File: src/rtl/ir_carrier_gen.sv
module ir_carrier_gen #(
  parameter int CW = 8,
  parameter int DW = 2
) (
  input  logic          clk,
  input  logic          rst_n,
  input  logic          en,
  input  logic [DW-1:0] div_sel,
  input  logic [CW-1:0] hi_len,
  input  logic [CW-1:0] lo_len,
  input  logic          ivl_start,
  output logic          carrier,
  output logic          period_done
);
  localparam int PW = (1 << DW) - 1;

  logic [PW-1:0] pcnt, plim;
  logic          tick, act, ph_hi;
  logic [CW-1:0] cnt, hi_q, lo_q;

  assign plim    = {PW{1'b1}} >> (PW - int'(div_sel));
  assign tick    = (pcnt == '0);
  assign carrier = act & ph_hi;

  always_ff @(posedge clk or negedge rst_n)
    if (!rst_n)                pcnt <= '0;
    else if (!en || pcnt >= plim) pcnt <= '0;
    else                       pcnt <= pcnt + 1'b1;

  always_ff @(posedge clk or negedge rst_n)
    if (!rst_n) begin
      hi_q <= '0;
      lo_q <= '0;
    end else if (ivl_start) begin
      hi_q <= hi_len;
      lo_q <= lo_len;
    end

  always_ff @(posedge clk or negedge rst_n)
    if (!rst_n) begin
      act <= 1'b0; ph_hi <= 1'b1; cnt <= '0; period_done <= 1'b0;
    end else if (!en) begin
      act <= 1'b0; ph_hi <= 1'b1; cnt <= '0; period_done <= 1'b0;
    end else begin
      period_done <= 1'b0;
      if (tick) begin
        if (!act) begin
          act <= 1'b1; ph_hi <= 1'b1; cnt <= '0;
        end else if (ph_hi) begin
          if (cnt == hi_q) begin ph_hi <= 1'b0; cnt <= '0; end
          else cnt <= cnt + 1'b1;
        end else begin
          if (cnt == lo_q) begin ph_hi <= 1'b1; cnt <= '0; period_done <= 1'b1; end
          else cnt <= cnt + 1'b1;
        end
      end
    end

  p_idle_low_r6: assert property (@(posedge clk) disable iff (!rst_n)
    !en |=> (!carrier && !period_done));

  p_tick_only_r1: assert property (@(posedge clk) disable iff (!rst_n)
    (en && !tick) |=> $stable(carrier));

  p_done_on_rise_r7: assert property (@(posedge clk) disable iff (!rst_n)
    period_done |-> (carrier && !$past(carrier)));

  p_done_single_r7: assert property (@(posedge clk) disable iff (!rst_n)
    period_done |=> !period_done);

  p_hold_cfg_r5: assert property (@(posedge clk) disable iff (!rst_n)
    !ivl_start |=> ($stable(hi_q) && $stable(lo_q)));
endmodule

File: config.mk
export PLATFORM = sky130hd
export DESIGN_NAME = ir_carrier_gen
export DESIGN_NICKNAME = d
export VERILOG_FILES = /design/src/rtl/ir_carrier_gen.sv
export SDC_FILE = /design/constraint.sdc
export NUM_CORES = 1
export LEC_CHECK = 0
export BUFFER_PORTS_ARGS = -buffer_cell sky130_fd_sc_hd__buf_2
export CORE_UTILIZATION = 44
export CTS_CLUSTER_DIAMETER = 60
export DETAILED_ROUTE_END_ITERATION = 16
export GPL_TIMING_DRIVEN = 0
export PLACE_DENSITY = 0.66
export SLEW_MARGIN = 25
export SYNTH_ARGS = -nofsm -noshare
export SYNTH_HDL_FRONTEND = slang
export SYNTH_SLANG_ARGS = --single-unit
File: constraint.sdc
create_clock -name clk -period 1.6 [get_ports clk]
set_clock_uncertainty 0.05 [all_clocks]
set_input_delay 0.08 -clock clk [delete_from_list [all_inputs] [get_ports clk]]
set_output_delay 0.08 -clock clk [all_outputs]
set_load 0.03 [all_outputs]
==> key figures <==
Yosys
  – Mean post-synth cell area: 11.4 µm²
  – Fraction of synthesized cell area in xor and xnor cells: 9.45%
  – FF+latch count, synth: 30
  – Unique cell type count in the Yosys netlist: 38
  – Area leader, netlist: sky130_fd_sc_hd__dfrtp_1
  – Largest family of logic cells by synthesized area: simple AND/OR/NAND/NOR gates
  – Part of the Yosys area used for sequential elements: 45.1%
  – Post-synthesis instance total: 147
  – Count of warnings emitted by yosys: 0
  – Cell types with the largest area share after synthesis: sky130_fd_sc_hd__dfrtp_1 (43%), sky130_fd_sc_hd__mux2_2 (11%), sky130_fd_sc_hd__xor2_1 (8.4%)
  – Synthesized-area fraction occupied by and/or/nand/nor cells: 18.6%
  – Area share of the leading cell type in the synthesized netlist: 43.5%
  – Adder-cell share of the synthesized area: 4.50%
  – Share of the synthesized area in compound gates (AO/OA/AOI/OAI): 7.35%
  – Proportion of synthesized area in mux cells: 10.8%
  – Post-Syn Nets: 175
  – Cell area after technology mapping: 1670 µm²

Timing
  – Min Clock Period, post-route: 1660 ps
  – Relative slew margins: 55.9%
  – Number of setup violations in the final report: 8
  – Worst Max-Slew Pin Slew: 662 ps
  – Achievable frequency: 0.603 GHz
  – Minimum setup slack in the final design: -58.6 ps
  – Total count of max-transition violations in the final report: 0
  – Final hold slack: 1.69 ps
  – Portion of the clock cycle consumed by the worst path in the final layout: 104%
  – Total negative slack: -316 ps
  – Final Hold Viols: 0
  – Unrepaired setup endpoints after global routing: true

Critical path
  – Slowest-stage cell, CP: sky130_fd_sc_hd__dfrtp_1
  – Crit-path cells: buf_6 > xor2_4 > nor4_4 > buf_4 > a31oi_4 > a31oi_4 > o21ai_2
  – Buf+Inv Stages, Crit Path: 2
  – Top cell by count, worst path: sky130_fd_sc_hd__a31oi_4
  – Kind of end point of the critical path: register
  – Worst Path Required: 1720 ps
  – Kind of cell with the highest combined delay on the critical path: compound AO/OA/AOI/OAI gates
  – Highest cell delay on the worst timing path: 370 ps
  – Logic depth of the worst path, buffers included: 7
  – Depth of the worst register-to-register path: 7
  – Arrival time worst endpoint: 1780 ps
  – WS Path Type: reg -> reg
  – Max Fanout on Critical Path: 5
  – Sort of element at the start of the critical path: register

Outcome
  – Outcome: complete, but fails checks
  – Violated checks: negative setup slack

Floorplanning
  – Number of top-level pins: 24
  – Floorplan core area: 3660 µm²
  – X dimension of the die: 63.6 µm
  – Std cell rows: 22
  – Floorplan die area: 4040 µm²
  – Initial core utilization: 45.6%
  – Vertical die dimension: 63.6 µm

Final layout
  – Net count reported at finish: 230
  – Commonest cells after routing, fill and taps aside: sky130_fd_sc_hd__dfrtp_1 (25), sky130_fd_sc_hd__buf_2 (23), sky130_fd_sc_hd__dlygate4sd3_1 (17)
  – Post-route cell area: 2320 µm²
  – Ant diodes: 0
  – Most common cell after layout, fill and taps aside: sky130_fd_sc_hd__dfrtp_1
  – Layout cells sized above 1: 46.3%
  – Area of the multi-input gates: 992 µm²
  – Register area: 757 µm²
  – Growth of design area from synthesis to finish: 39.1%
  – Filler Cell Count: 290

GRT
  – First-pass GRT wire length: 5930 µm
  – Maximum number of pins on one net before global-route repair: 31
  – Met3 usage in global routing: 6.16%
  – Tot GR Track Use: 19.2%
  – Vias in the first global route: 1303
  – Most crowded layer after global routing: met2
  – Met2 usage in global routing: 31.9%
  – Initial antenna violation count: 0
  – Met1 Track Usage GR: 23.2%
  – Total overflow reported by the global router: 0

Place
  – Buffers added on ports: 22
  – Detailed Place HPWL: 2180 µm
  – Gp weighted congestion: 0.874
  – Placed Instance Area: 1840 µm²
  – Worst Setup Slack post-DPL: -192 ps

Clocking
  – Total clock sinks: 30
  – CTS Root Cell: sky130_fd_sc_hd__clkbuf_8
  – Htree depth: 2
  – Clock latency of the later-clocked register in the worst-skew pair: 280 ps
  – CTS tree: yes
  – Total CTS buffers: 5
  – Maximum number of buffers from clock root to sink: 2
  – Clock slew at reported path FFs: 60 ps

Drt
  – Detailed Routing Iterations Pass 1: 4
  – Routed wire length: 3460 µm
  – Number of remaining DRC errors: 0
  – DR iter-0 viols: 36
  – Count of nets left with antenna violations after detail routing: 0
  – Wirelength per Cell: 13.8 µm
  – Detailed-route via count: 1280
  – Via density per instance: 5.10

Power
  – IR Drop Worst-Case VDD: 0.732 mV
  – Static leakage: 1.01 nW
  – Power per standard cell area: 900 nW/µm²

Hold path
  – Cell depth of the worst hold path: 2
  – Worst min-delay path category: in -> reg

Flow run
  – Max capacitance violation total: 0
kinds of logic (layout without fill, tap and decap cells):
kind of cell	Yosys count	after routing
compound gates	15	16
xor+xnor	18	18
fa+ha+maj	6	6
buf+inv	14	69
flops	30	30
mux	16	16
simple gates	48	48
final timing paths:
path	startpoint	endpoint	slack (ps)
max	cnt[4]	cnt[6]	-60
min in group asynchronous	rst_n	lo_q[0]	310
min reg2reg	act	act	470
max in group asynchronous	rst_n	cnt[5]	720
min	en	act	2
max reg2reg	cnt[4]	cnt[6]	-60
worst register-to-register path: cells and delay by family, from the launching register on:
kind / cells / cell delay, ps
flops: 1 / 370
compound gates: 3 / 400
xor+xnor: 1 / 160
simple gates: 1 / 260
buf+inv: 2 / 320
what timing repair did:
action / CTS / global route
hold buffers: 17 / 0
pin swaps: 14 / 13
cloned: 1 / 0
endpoints found under the setup margin: 9 / 10
setup buffers: 9 / 2
resized for setup: 14 / 14
hold endpoints to repair: 45 / 0
per-layer routing:
metal  part of all wire, %  wire length, µm  vias up
met4                   1.6               55        0
met3                   4.5              155        6
met1                    42             1460      621
met5                     0                0        -
li1                      -                -      614
met2                    52             1790       39
cell usage after synthesis, drive strengths merged:
cell type	number
inv	6
nand4	4
ha	6
buf	6
xnor2	2
o211ai	4
dfrtp	29
nor2	6
nor3	2
xor2	16
mux2	16
and2	2
nand2	15
nand2b	1
a21boi	1
nor3b	1
nand3b	1
or2	3
nor4	3
clkbuf	2
or3	3
dfstp	1
o21ai	5
nor2b	2
o31ai	2
a31oi	2
o21a	1
nand3	5
final cells by class:
| cell class | count | share of cell area (%) |
|---|---|---|
| clock inverters | 1 | 0.216 |
| multi-input cells | 104 | 42.7 |
| repair buffers | 50 | 15.6 |
| flip-flops and latches | 30 | 32.6 |
| well taps | 48 | 2.59 |
| inverters | 6 | 0.970 |
| clock buffers | 7 | 3.72 |
| plain buffers | 5 | 1.56 |
per-stage QoR:
step	util [%]	cells	total power, mW
2_1_floorplan	-	147	1.21
3_3_place_gp	50.2	217	1.31
3_5_place_dp	50.2	217	1.33
4_1_cts	60.6	249	2.06
5_1_grt	63.4	251	2.22
6_report	63.4	251	2.09
sequential cells by signal, indices dropped and copies added, names as in the netlist:
register / flops
act: 1
cnt: 8
hi_q: 8
lo_q: 8
pcnt: 3
period_done: 1
ph_hi: 1
report_power, final:
group | total (mW) | internal (mW) | switching, mW
registers | 0.909 | 0.833 | 0.0760
clock network | 0.622 | 0.346 | 0.276
logic | 0.558 | 0.265 | 0.294
Power figures use the tool's default switching activity.
